[config.mk]
export PLATFORM = sky130hd
export DESIGN_NAME = cnn_tile_seq
export DESIGN_NICKNAME = d
export VERILOG_FILES = /design/src/rtl/cnn_seq_pkg.sv /design/src/rtl/cnn_instr_decode.sv /design/src/rtl/cnn_tile_iter.sv /design/src/rtl/cnn_tile_seq.sv
export SDC_FILE = /design/constraint.sdc
export NUM_CORES = 2
export LEC_CHECK = 0
export CORE_UTILIZATION = 35
export CTS_CLUSTER_DIAMETER = 30
export DETAILED_ROUTE_END_ITERATION = 10
export GPL_TIMING_DRIVEN = 0
export PLACE_DENSITY_LB_ADDON = 0.1
export SETUP_SLACK_MARGIN = 0.5
export SKIP_CTS_REPAIR_TIMING = 1
export SLEW_MARGIN = 20
export SYNTH_ARGS = -nofsm -noshare
export SYNTH_HDL_FRONTEND = slang
export SYNTH_SLANG_ARGS = --single-unit
[constraint.sdc]
create_clock -name clk -period 47.4 [get_ports clk]
set_input_delay 7.11 -clock clk [delete_from_list [all_inputs] [get_ports clk]]
set_output_delay 7.11 -clock clk [all_outputs]
set_load 0.02 [all_outputs]
[src/rtl/cnn_seq_pkg.sv]
package cnn_seq_pkg;

  localparam int DIM_W = 16;

  // Packed instruction word, most significant field first.
  typedef struct packed {
    logic        is_fcn;
    logic [15:0] n_in;
    logic [15:0] n_out;
    logic [11:0] rows;
    logic [11:0] cols;
    logic [3:0]  kern;
    logic [3:0]  stride;
    logic [3:0]  pad;
    logic        relu;
    logic [3:0]  pool;
  } instr_t;

  localparam int INSTR_W = $bits(instr_t);

  // Convolution view of a layer after decode.
  typedef struct packed {
    logic [DIM_W-1:0] n;
    logic [DIM_W-1:0] m;
    logic [DIM_W-1:0] r;
    logic [DIM_W-1:0] c;
    logic [DIM_W-1:0] kh;
    logic [DIM_W-1:0] kw;
    logic [DIM_W-1:0] s;
    logic [DIM_W-1:0] pad;
    logic             relu;
    logic [3:0]       pool;
  } layer_cfg_t;

  localparam logic [1:0] KIND_INSTR = 2'd0;
  localparam logic [1:0] KIND_WGT   = 2'd1;
  localparam logic [1:0] KIND_IFM   = 2'd2;

endpackage

[src/rtl/cnn_instr_decode.sv]
module cnn_instr_decode
  import cnn_seq_pkg::*;
(
  input  instr_t     instr,
  output layer_cfg_t cfg
);

  // fully connected layers become a 1-row convolution, weight-major.
  always_comb begin
    cfg.relu = instr.relu;
    cfg.pool = instr.pool;
    if (instr.is_fcn) begin
      cfg.n   = instr.n_in >> instr.kern;
      cfg.m   = DIM_W'(instr.rows);
      cfg.r   = DIM_W'(1);
      cfg.c   = instr.n_out;
      cfg.kh  = DIM_W'(1);
      cfg.kw  = DIM_W'(1) << instr.kern;
      cfg.s   = DIM_W'(1) << instr.kern;
      cfg.pad = '0;
    end else begin
      cfg.n   = instr.n_in;
      cfg.m   = instr.n_out;
      cfg.r   = DIM_W'(instr.rows);
      cfg.c   = DIM_W'(instr.cols);
      cfg.kh  = DIM_W'(instr.kern);
      cfg.kw  = DIM_W'(instr.kern);
      cfg.s   = DIM_W'(instr.stride);
      cfg.pad = DIM_W'(instr.pad);
    end
  end

endmodule

[src/rtl/cnn_tile_iter.sv]
module cnn_tile_iter #(
  parameter int TR    = 2,
  parameter int TC    = 4,
  parameter int TM    = 2,
  parameter int TN    = 4,
  parameter int DIM_W = 16
) (
  input  logic             clk,
  input  logic             rst,
  input  logic             init,
  input  logic             adv,
  input  logic [DIM_W-1:0] lim_r,
  input  logic [DIM_W-1:0] lim_c,
  input  logic [DIM_W-1:0] lim_m,
  input  logic [DIM_W-1:0] lim_n,
  output logic [DIM_W-1:0] ext_r,
  output logic [DIM_W-1:0] ext_c,
  output logic [DIM_W-1:0] ext_m,
  output logic [DIM_W-1:0] ext_n,
  output logic             first_r,
  output logic             last_r,
  output logic             first_c,
  output logic             last_c,
  output logic             first_n,
  output logic             last_n,
  output logic             last_tile
);

  // Dimension 0 is innermost (input groups), 3 outermost (rows).
  localparam int ND = 4;

  function automatic int tsz(input int d);
    case (d)
      0:       return TN;
      1:       return TM;
      2:       return TC;
      default: return TR;
    endcase
  endfunction

  logic [ND-1:0][DIM_W-1:0] lim, org, ext;
  logic [ND-1:0][DIM_W:0]   nxt;
  logic [ND-1:0]            last, first;
  logic [ND:0]              carry;

  assign lim = {lim_r, lim_c, lim_m, lim_n};

  always_comb begin
    carry[0] = 1'b1;
    for (int d = 0; d < ND; d++) begin
      nxt[d]      = {1'b0, org[d]} + (DIM_W+1)'(tsz(d));
      last[d]     = nxt[d] >= {1'b0, lim[d]};
      first[d]    = org[d] == '0;
      ext[d]      = ((lim[d] - org[d]) < DIM_W'(tsz(d))) ? (lim[d] - org[d]) : DIM_W'(tsz(d));
      carry[d+1]  = carry[d] & last[d];
    end
  end

  always_ff @(posedge clk) begin
    if (rst || init) begin
      org <= '0;
    end else if (adv) begin
      for (int d = 0; d < ND; d++)
        if (carry[d]) org[d] <= last[d] ? '0 : nxt[d][DIM_W-1:0];
    end
  end

  assign {ext_r, ext_c, ext_m, ext_n} = ext;
  assign first_n   = first[0];
  assign last_n    = last[0];
  assign first_c   = first[2];
  assign last_c    = last[2];
  assign first_r   = first[3];
  assign last_r    = last[3];
  assign last_tile = &last;

  // an outer counter moves only when every inner one wraps.
  for (genvar d = 1; d < ND; d++) begin : g_order
    a_r4_outer_hold: assert property (@(posedge clk) disable iff (rst)
      (adv && !carry[d]) |=> $stable(org[d]));
  end

  a_r4_no_overrun: assert property (@(posedge clk) disable iff (rst)
    adv |-> !last_tile);

endmodule

[src/rtl/cnn_tile_seq.sv]
module cnn_tile_seq
  import cnn_seq_pkg::*;
#(
  parameter int TR     = 2,
  parameter int TC     = 4,
  parameter int TM     = 2,
  parameter int TN     = 4,
  parameter int CNT_W  = 8,
  parameter int ADDR_W = 32,
  parameter int LEN_W  = 32,
  parameter logic [ADDR_W-1:0] INSTR_BASE = 'h1000,
  parameter logic [ADDR_W-1:0] WGT_BASE   = 'h10_0000,
  parameter logic [ADDR_W-1:0] IFM_BASE   = 'h40_0000,
  parameter logic [ADDR_W-1:0] OFM_BASE   = 'h80_0000
) (
  input  logic               clk,
  input  logic               rst,
  input  logic               start,
  input  logic [CNT_W-1:0]   layer_cnt,
  output logic               ld_req,
  output logic [1:0]         ld_kind,
  output logic [ADDR_W-1:0]  ld_addr,
  output logic [LEN_W-1:0]   ld_len,
  input  logic               ld_ack,
  input  logic [INSTR_W-1:0] ld_rdata,
  output logic               st_req,
  output logic [ADDR_W-1:0]  st_addr,
  output logic [LEN_W-1:0]   st_len,
  input  logic               st_ack,
  output logic               cmp_start,
  output logic               cmp_clear,
  output logic               cmp_relu,
  output logic [3:0]         cmp_pool,
  input  logic               cmp_done,
  output logic               done
);

  typedef enum logic [2:0] {S_IDLE, S_FETCH, S_DECODE, S_LOAD, S_COMP, S_DRAIN} state_e;
  typedef enum logic [2:0] {LS_IDLE, LS_W_ISSUE, LS_W_WAIT, LS_I_ISSUE, LS_I_WAIT} ldst_e;

  state_e            state;
  ldst_e             ld_st;
  instr_t            instr_q;
  layer_cfg_t        dec_cfg, cfg_q;
  logic [CNT_W-1:0]  layer_idx, layer_cnt_q;
  logic [ADDR_W-1:0] wptr, iptr, optr;

  logic [DIM_W-1:0]  ext_r, ext_c, ext_m, ext_n;
  logic first_r, last_r, first_c, last_c, first_n, last_n, last_tile;
  logic it_init, it_adv;

  cnn_instr_decode u_dec (.instr(instr_q), .cfg(dec_cfg));

  assign it_init = (state == S_DECODE);
  assign it_adv  = (state == S_COMP) && cmp_done && !last_tile;

  cnn_tile_iter #(.TR(TR), .TC(TC), .TM(TM), .TN(TN), .DIM_W(DIM_W)) u_iter (
    .clk(clk), .rst(rst), .init(it_init), .adv(it_adv),
    .lim_r(cfg_q.r), .lim_c(cfg_q.c), .lim_m(cfg_q.m), .lim_n(cfg_q.n),
    .ext_r(ext_r), .ext_c(ext_c), .ext_m(ext_m), .ext_n(ext_n),
    .first_r(first_r), .last_r(last_r), .first_c(first_c), .last_c(last_c),
    .first_n(first_n), .last_n(last_n), .last_tile(last_tile)
  );

  // Burst lengths of the current tile.
  logic [LEN_W-1:0] e_r, e_c, e_m, e_n, k_h, k_w, s_l, pd, ih, iw, wlen, ilen, olen;
  always_comb begin
    e_r  = LEN_W'(ext_r);
    e_c  = LEN_W'(ext_c);
    e_m  = LEN_W'(ext_m);
    e_n  = LEN_W'(ext_n);
    k_h  = LEN_W'(cfg_q.kh);
    k_w  = LEN_W'(cfg_q.kw);
    s_l  = LEN_W'(cfg_q.s);
    pd   = LEN_W'(cfg_q.pad);
    ih   = (e_r - LEN_W'(1)) * s_l + k_h - (first_r ? pd : '0) - (last_r ? pd : '0);
    iw   = (e_c - LEN_W'(1)) * s_l + k_w - (first_c ? pd : '0) - (last_c ? pd : '0);
    wlen = e_m * e_n * k_h * k_w;
    ilen = e_n * ih * iw;
    olen = e_m * e_r * e_c;
  end

  always_ff @(posedge clk) begin
    if (rst) begin
      state <= S_IDLE;      ld_st <= LS_IDLE;
      ld_req <= 1'b0;       ld_kind <= KIND_INSTR;
      ld_addr <= '0;        ld_len <= '0;
      st_req <= 1'b0;       st_addr <= '0;        st_len <= '0;
      cmp_start <= 1'b0;    cmp_clear <= 1'b0;
      cmp_relu <= 1'b0;     cmp_pool <= '0;       done <= 1'b0;
      instr_q <= '0;        cfg_q <= '0;
      layer_idx <= '0;      layer_cnt_q <= '0;
      wptr <= '0;           iptr <= '0;           optr <= '0;
    end else begin
      cmp_start <= 1'b0;
      done      <= 1'b0;
      if (st_req && st_ack) st_req <= 1'b0;

      // Load stream: weight burst, then input burst.
      case (ld_st)
        LS_W_ISSUE: begin
          ld_req <= 1'b1; ld_kind <= KIND_WGT;
          ld_addr <= WGT_BASE + wptr; ld_len <= wlen;
          wptr <= wptr + ADDR_W'(wlen);
          ld_st <= LS_W_WAIT;
        end
        LS_W_WAIT: if (ld_ack) begin ld_req <= 1'b0; ld_st <= LS_I_ISSUE; end
        LS_I_ISSUE: begin
          ld_req <= 1'b1; ld_kind <= KIND_IFM;
          ld_addr <= IFM_BASE + iptr; ld_len <= ilen;
          iptr <= iptr + ADDR_W'(ilen);
          ld_st <= LS_I_WAIT;
        end
        LS_I_WAIT: if (ld_ack) begin ld_req <= 1'b0; ld_st <= LS_IDLE; end
        default: ;
      endcase

      case (state)
        S_IDLE: if (start && layer_cnt != '0) begin
          layer_cnt_q <= layer_cnt;  layer_idx <= '0;
          wptr <= '0; iptr <= '0; optr <= '0;
          ld_req <= 1'b1; ld_kind <= KIND_INSTR;
          ld_addr <= INSTR_BASE; ld_len <= LEN_W'(1);
          state <= S_FETCH;
        end
        S_FETCH: if (ld_ack) begin
          instr_q <= instr_t'(ld_rdata);
          ld_req <= 1'b0;
          state <= S_DECODE;
        end
        S_DECODE: begin
          cfg_q <= dec_cfg;
          ld_st <= LS_W_ISSUE;
          state <= S_LOAD;
        end
        S_LOAD: if (ld_st == LS_IDLE && !st_req) begin
          cmp_start <= 1'b1;
          cmp_clear <= first_n;
          cmp_relu  <= cfg_q.relu;
          cmp_pool  <= cfg_q.pool;
          state <= S_COMP;
        end
        S_COMP: if (cmp_done) begin
          if (last_n) begin
            st_req <= 1'b1; st_addr <= OFM_BASE + optr; st_len <= olen;
            optr <= optr + ADDR_W'(olen);
          end
          if (!last_tile) begin
            ld_st <= LS_W_ISSUE;
            state <= S_LOAD;
          end else begin
            state <= S_DRAIN;
          end
        end
        S_DRAIN: if (!st_req) begin
          if (layer_idx + CNT_W'(1) == layer_cnt_q) begin
            done <= 1'b1;
            state <= S_IDLE;
          end else begin
            layer_idx <= layer_idx + CNT_W'(1);
            ld_req <= 1'b1; ld_kind <= KIND_INSTR;
            ld_addr <= INSTR_BASE + ADDR_W'(layer_idx) + ADDR_W'(1);
            ld_len <= LEN_W'(1);
            state <= S_FETCH;
          end
        end
        default: state <= S_IDLE;
      endcase
    end
  end

  a_r9_ld_hold: assert property (@(posedge clk) disable iff (rst)
    (ld_req && !ld_ack) |=> (ld_req && $stable(ld_kind) && $stable(ld_addr) && $stable(ld_len)));

  a_r7_st_hold: assert property (@(posedge clk) disable iff (rst)
    (st_req && !st_ack) |=> (st_req && $stable(st_addr) && $stable(st_len)));

  a_r8_cmp_gated: assert property (@(posedge clk) disable iff (rst)
    cmp_start |-> (!ld_req && !st_req));

  a_r8_store_free: assert property (@(posedge clk) disable iff (rst)
    (state == S_COMP && cmp_done && last_n) |-> !st_req);

  a_r11_done_pulse: assert property (@(posedge clk) disable iff (rst)
    done |=> !done);

  a_r2_fetch_single: assert property (@(posedge clk) disable iff (rst)
    (ld_req && ld_kind == KIND_INSTR) |-> (ld_len == LEN_W'(1)));

endmodule

# Word-level counts from Yosys, hierarchy flattened
# Cells that the tools add are included.
[word_totals] register_bits=529 input_bits=88 out_inout_bits=140 elab_cells=208
[classes] addsub=25 multipliers=9 n_lt_le_gt_ge=8 n_eq_ne=17 shift=2 muxes=69 n_bitwise=4 reduce_logical=31
[ops] op="2-to-1 mux 32 bit" n=15
[ops] op="one-hot mux 32 bit (2 select lines)" n=5
[ops] op="2-to-1 mux 16 bit" n=12
[ops] op="2-to-1 mux 128 bit" n=1
[ops] op="subtractor 32 x 16 -> 32 bit" n=4
[ops] op="adder 32 bit" n=3
[ops] op="multiplier 32 x 16 -> 32 bit" n=3
[ops] op=">= comparator 17 x 16 -> 1 bit" n=4
[ops] op="adder 32 x 16 -> 32 bit" n=2
[ops] op="multiplier 16 x 16 -> 32 bit" n=2
[ops] op="multiplier 17 x 17 -> 32 bit" n=2
[ops] op="subtractor 16 bit" n=4
[ops] op="zero test 16 bit" n=3
[ops] op="adder 16 x 2 -> 17 bit, second input constant" n=2
[ops] op="adder 16 x 3 -> 17 bit, second input constant" n=2
[ops] op="subtractor 16 x 1 -> 17 bit, second input constant" n=2
[ops] op="adder 21 x 32 -> 32 bit, first input constant" n=1
[ops] op="adder 23 x 32 -> 32 bit, first input constant" n=1
[ops] op="adder 24 x 32 -> 32 bit, first input constant" n=1
[ops] op="less-than comparator 16 x 2 -> 1 bit, second input constant" n=2
[ops] op="less-than comparator 16 x 3 -> 1 bit, second input constant" n=2
[ops] op="multiplier 16 x 32 -> 32 bit" n=1
[ops] op="multiplier 32 x 32 -> 32 bit" n=1
[ops] op="2-to-1 mux 3 bit" n=10
[ops] op="34 further kinds" n=80

# Longest topological paths before layout
[logic_depth] word_depth=14 mapped_depth=101 depth_no_buf=98

# By module
# A second synthesis with hierarchy kept.
[unflattened] cells_unflattened=15734 area_unflattened_um2=134475.2
[modules_own_cells] module="cnn_tile_seq" n_inst=1 cells_per_inst=14305 area_each_um2=124179.1 seq_area_each_um2=9308.9
[modules_own_cells] module="cnn_tile_iter" n_inst=1 cells_per_inst=1184 area_each_um2=8523.2 seq_area_each_um2=1161.1
[modules_own_cells] module="cnn_instr_decode" n_inst=1 cells_per_inst=245 area_each_um2=1773.0 seq_area_each_um2=0.0

# Worst setup path after synthesis
# OpenSTA, ideal clock, no wires.
[synth_timing] path_kind="register to register" startpoint="reg u_iter.org[49] in the netlist's numbering" endpoint="reg iptr[31]" setup_time_ns=0.071 arrival_ns=21.714 t_required_ns=47.329 path_slack_ns=25.616 stages_incl_launch_ff=94 path_buffers=5 path_cell_list="dfxtp_1 > inv_1 > ha_1 > nand2b_1 > a21oi_1 > o21bai_1 > a21oi_1 > o21bai_1 > a21oi_1 > nor2b_1 > o21a_1 > o21ai_0 > nand2b_1 > a21oi_1 > nor2b_1 > o21a_1 > mux2_2 > a22o_1 > [58 not listed] > xor2_1 > xnor2_1 > xnor2_1 > xnor2_1 > xnor2_1 > xnor2_1 > xnor3_1 > xnor2_1 > xnor2_1 > xnor3_1 > xnor2_1 > xnor2_1 > xnor3_1 > xnor2_1 > xnor2_1 > xor2_1 > or3_1 > a21oi_1"
[synth_via] elab_chain_len=14 word_cells_on_any_way=19 cone_classes="add/sub (7); mul (3); order compare (2); mux (6); reduce/logical (1)"
[synth_rtl] element="from (decl)" line="cnn_tile_iter.sv:41" rtl="logic [ND-1:0][DIM_W-1:0] lim, org, ext;"
[synth_rtl] element="from (signal, indexed assignment)" line="cnn_tile_iter.sv:64" rtl="if (carry[d]) org[d] <= last[d] ? '0 : nxt[d][DIM_W-1:0];"
[synth_rtl] element="subtractor 16 bit" line="cnn_tile_iter.sv:54" rtl="ext[d] = ((lim[d] - org[d]) < DIM_W'(tsz(d))) ? (lim[d] - org[d]) : DIM_W'(tsz(d));"
[synth_rtl] element="less-than comparator 16 x 2 -> 1 bit" line="cnn_tile_iter.sv:54"
[synth_rtl] element="2-to-1 mux 16 bit" line="cnn_tile_iter.sv:54"
[synth_rtl] element="subtractor 16 x 1 -> 17 bit" line="cnn_tile_seq.sv:76" rtl="ih = (e_r - LEN_W'(1)) * s_l + k_h - (first_r ? pd : '0) - (last_r ? pd : '0);"
[synth_rtl] element="multiplier 17 x 17 -> 32 bit" line="cnn_tile_seq.sv:76"
[synth_rtl] element="adder 32 x 16 -> 32 bit" line="cnn_tile_seq.sv:76"
[synth_rtl] element="subtractor 32 x 16 -> 32 bit" line="cnn_tile_seq.sv:76"
[synth_rtl] element="subtractor 32 x 16 -> 32 bit *" line="cnn_tile_seq.sv:76"
[synth_rtl] element="multiplier 16 x 32 -> 32 bit *" line="cnn_tile_seq.sv:79" rtl="ilen = e_n * ih * iw;"
[synth_rtl] element="multiplier 32 x 32 -> 32 bit *" line="cnn_tile_seq.sv:79"
[synth_rtl] element="adder 32 bit *" line="cnn_tile_seq.sv:111" rtl="iptr <= iptr + ADDR_W'(ilen);"
[synth_rtl] element="2-to-1 mux 32 bit *" line="cnn_tile_seq.sv:100" rtl="case (ld_st)"
[synth_rtl] element="2-to-1 mux 32 bit" line="cnn_tile_seq.sv:119" rtl="S_IDLE: if (start && layer_cnt != '0) begin"
[synth_rtl] element="2-to-1 mux 32 bit *" line="cnn_tile_seq.sv:118" rtl="case (state)"
[synth_rtl] element="to (signal assigned)" line="cnn_tile_seq.sv:111"
[synth_rtl] element="to (decl)" line="cnn_tile_seq.sv:46" rtl="logic [ADDR_W-1:0] wptr, iptr, optr;"
# Mark *: on every way between the ends. The rest lies on a longest branch, timed or not.
# A chain may end at the register's enable or synchronous reset.

# Final worst setup path
# Same ends and word-level chain as after synthesis.

==> impl_summary.log <==
[metrics] placed instance area: approximately 0.13 mm²
[metrics] final design area excluding fillers: approximately 0.13 mm²
[metrics] CP Class: reg -> reg
[metrics] I/O Buffers: 227
[metrics] highest fanout seen on the critical path: 10
[metrics] GR peak layer: met2
[metrics] die area: approximately 0.33 mm²
[metrics] TritonRoute pass-1 iters: 6
[metrics] Fill cells: around 33,000
[metrics] longest individual stage delay on the worst path: slightly below 1 ns
[metrics] wire length of the first global-routing pass: roughly 540,000 µm
[metrics] fraction of the yosys area taken by sequential cells: 0.0851
[metrics] area occupied by multi-input gates: between 0.09 and 0.1 mm²
[metrics] signed area change from the synthesized netlist to the final layout: 14.2%
[metrics] row count: about 210
[metrics] detail-routed via count per cell: between 4 and 5
[metrics] initial antenna violation count: 24
[metrics] maxcap violations: 0
[metrics] most frequent cells after synthesis: sky130_fd_sc_hd__inv_1, sky130_fd_sc_hd__fa_1, sky130_fd_sc_hd__nand2_1, sky130_fd_sc_hd__ha_1, sky130_fd_sc_hd__nor2_1
[metrics] storage element area: slightly below 0.01 mm²
[metrics] async set or reset register ratio after synthesis: 0
[metrics] Root Buffer Master: sky130_fd_sc_hd__clkbuf_16
[metrics] later-pin clock latency in the skew report: 0.76 ns
[metrics] Clock Pin Slew Worst Setup and Hold Paths: about 0.06 ns
[metrics] number of remaining DRC errors: 0
[metrics] share of final-layout standard cells stronger than drive strength 1: 0.0258
[metrics] unique cell type count in the Yosys netlist: 98
[metrics] Top cell by count, worst path: sky130_fd_sc_hd__fa_1
[metrics] number of instances in the synthesized netlist: 12,818
[metrics] overall routing resource usage: 0.219
[metrics] Critical Path RT: roughly 48 ns
[metrics] die height: between 500 and 600 µm
[metrics] period utilisation layout: 0.568
[metrics] GR met3 Demand/Resource: 0.0294
[metrics] met2 global-route usage: 0.347
[metrics] most common cell in the synthesized netlist: sky130_fd_sc_hd__inv_1
[metrics] Final HPWL DP: ~300,000 µm
[metrics] Yosys warnings: 0
[metrics] post-detailed-route count of antenna-violating nets: 0
[metrics] CTS tree: built
[metrics] count of final setup violators: 0
[metrics] core area: around 0.32 mm²
[metrics] portion of synthesized cell area occupied by the leading cell type: 0.419
[metrics] setup slack of the worst register-to-register path: just over 20 ns
[metrics] final clock skew: 0.0978 ns
[metrics] final wirelength: roughly 350,000 µm
[metrics] horizontal die dimension: 572 µm
[metrics] via count of the first global-routing pass: roughly 90,000
[metrics] Area contributors post-synth: sky130_fd_sc_hd__fa_1, sky130_fd_sc_hd__ha_1, sky130_fd_sc_hd__inv_1
[metrics] commonest register cell after synthesis: sky130_fd_sc_hd__dfxtp_1
[metrics] worst path arrival time: roughly 28 ns
[metrics] kind of launch point of the worst setup path: register
[metrics] number of flip-flops and latches in the synthesized netlist: 483
[metrics] shortest period the worst path allows: 26.93 ns
[metrics] FMAX: 37.1 MHz
[metrics] biggest area consumer among synthesized cells: sky130_fd_sc_hd__fa_1
[metrics] initial standard-cell utilization of the core: 0.353
[metrics] slowest cell on the critical path: sky130_fd_sc_hd__xnor2_1
[metrics] cell area after technology mapping: approximately 0.11 mm²
[metrics] Min-Delay Path Class: reg -> reg
[metrics] Placer Congestion: about 0.9
[metrics] total number of clock tree sinks: ~480
[metrics] met1 track demand over resource in global routing: 0.319
[metrics] number of clock buffers inserted by TritonCTS: roughly 110
[metrics] synthesized area divided by synthesized cell count: 8.86 µm²
[metrics] kind of capture point of the worst setup path: register
[metrics] count of endpoints failing hold in the final timing report: 0
[metrics] final global-route overflow total: 0
[metrics] status: finished, final reports clean
[metrics] number of enable flip-flop cells after synthesis: 0
[metrics] violation count after the first detailed-route iteration: between 4,000 and 5,000
[metrics] via total after detailed routing: 85,828
[metrics] Max clock buf depth: 3
[metrics] number of slew-limit violations in the final report: 0
[metrics] Sum Neg Setup Slack: 0 ns
[metrics] total number of nets in the final design: between 15,000 and 20,000
[metrics] unrepaired setup endpoints after global routing: no
[metrics] Clock H-tree levels: 3
[metrics] slew at the pin closest to its max-slew limit: 1.25 ns
[metrics] I/O pins: around 230
[metrics] Post-Route Utilization: 0.403
[metrics] Worst slew margin: 0.164
[metrics] pin count of the biggest net entering global routing: 20
[metrics] Routed wire per std cell: ~19 µm
[state kept, by name, indices dropped and copies added, names as in the netlist]
| name | cells |
|---|---|
| cfg_q | 93 |
| cmp_clear | 1 |
| cmp_pool | 4 |
| cmp_relu | 1 |
| cmp_start | 1 |
| done | 1 |
| instr_q | 74 |
| iptr | 32 |
| layer_cnt_q | 8 |
| layer_idx | 8 |
| ld_addr | 32 |
| ld_kind | 2 |
| ld_len | 32 |
| ld_req | 1 |
| ld_st | 3 |
| optr | 32 |
| st_addr | 32 |
| st_len | 32 |
| st_req | 1 |
| state | 3 |
| u_iter.org | 58 |
| wptr | 32 |
[final timing paths]
check,start,to,depth (start not counted)
setup / recovery,u_iter.org[49]$_SDFFE_PP0P_,iptr[31]$_SDFF_PP0_,92
hold / removal,optr[19]$_SDFFE_PP0P_,st_addr[19]$_SDFFE_PP0P_,2
setup reg to reg,u_iter.org[49]$_SDFFE_PP0P_,iptr[31]$_SDFF_PP0_,92
hold reg to reg,optr[19]$_SDFFE_PP0P_,st_addr[19]$_SDFFE_PP0P_,2
[kinds of logic after synthesis]
kind of cell,count (synthesis),synth area share
buffers and inverters,3477,0.115
xor gates and xnor gates,582,0.0467
and+or+nand+nor,3333,0.135
other,2,0.0000661
AOI/OAI and AO/OA,1458,0.0801
muxes,112,0.0102
adders and majority gates,3371,0.528
DFF,483,0.0851
[layout by cell type (no fill, tap or decap), drive strengths merged, types with 31 or more instances in the layout]
| master | n |
|---|---|
| inv | 3043 |
| fa | 2375 |
| nand2 | 1516 |
| conb | 1079 |
| ha | 996 |
| nor2 | 622 |
| a21oi | 572 |
| clkbuf | 540 |
| dfxtp | 483 |
| xnor2 | 438 |
| and2 | 432 |
| o21ai | 271 |
| clkdlybuf4s50 | 227 |
| nand3 | 143 |
| xor2 | 131 |
| nand2b | 125 |
| nor3 | 122 |
| a21o | 119 |
| nor2b | 119 |
| a211oi | 111 |
| mux2i | 100 |
| and3 | 66 |
| o21bai | 54 |
| o21a | 54 |
| buf | 47 |
| or3 | 39 |
| a31oi | 37 |
| nand4 | 35 |
| or2 | 35 |
| clkinv | 35 |
| nor4 | 31 |
[layout make-up]
cell class                      instances  area share
Buffer                                440      0.0129
Clock inverter                         70     0.00749
Timing Repair Buffer                  248      0.0194
Tap cell                             4305      0.0415
Sequential cell                       483      0.0745
Multi-Input combinational cell       9935       0.734
Clock buffer                          126      0.0222
Antenna cell                            5   0.0000964
Inverter                             3037      0.0879
[stage by stage]
step	instances	worst slack (ns)	hold slack, ns
final	18649	20.47	0.443
after CTS	18644	20.29	0.436
after global routing	18644	18.96	0.463
after detailed placement	18448	20.42	0.449
after global placement	18427	19.05	0.439
after floorplan	13895	25.62	0.432
[critical path, delay by kind of cell (launching register included)]
kind	cells	cell delay [ns]
AOI/OAI and AO/OA	24	4.85
muxes	1	0.27
buffers and inverters	17	3.78
and+or+nand+nor	20	3.37
adders and majority gates	26	12.16
xor gates and xnor gates	4	1.94
DFF	1	0.43
[per-layer routing]
layer	part of all wire	routed length (µm)
met4	0.021	7340
met1	0.48	167000
met3	0.056	19400
met5	0.000078	27
met2	0.44	154000
Power is not shown: default switching activity piles up to over one toggle a cycle in this logic, so the estimate is an artifact.
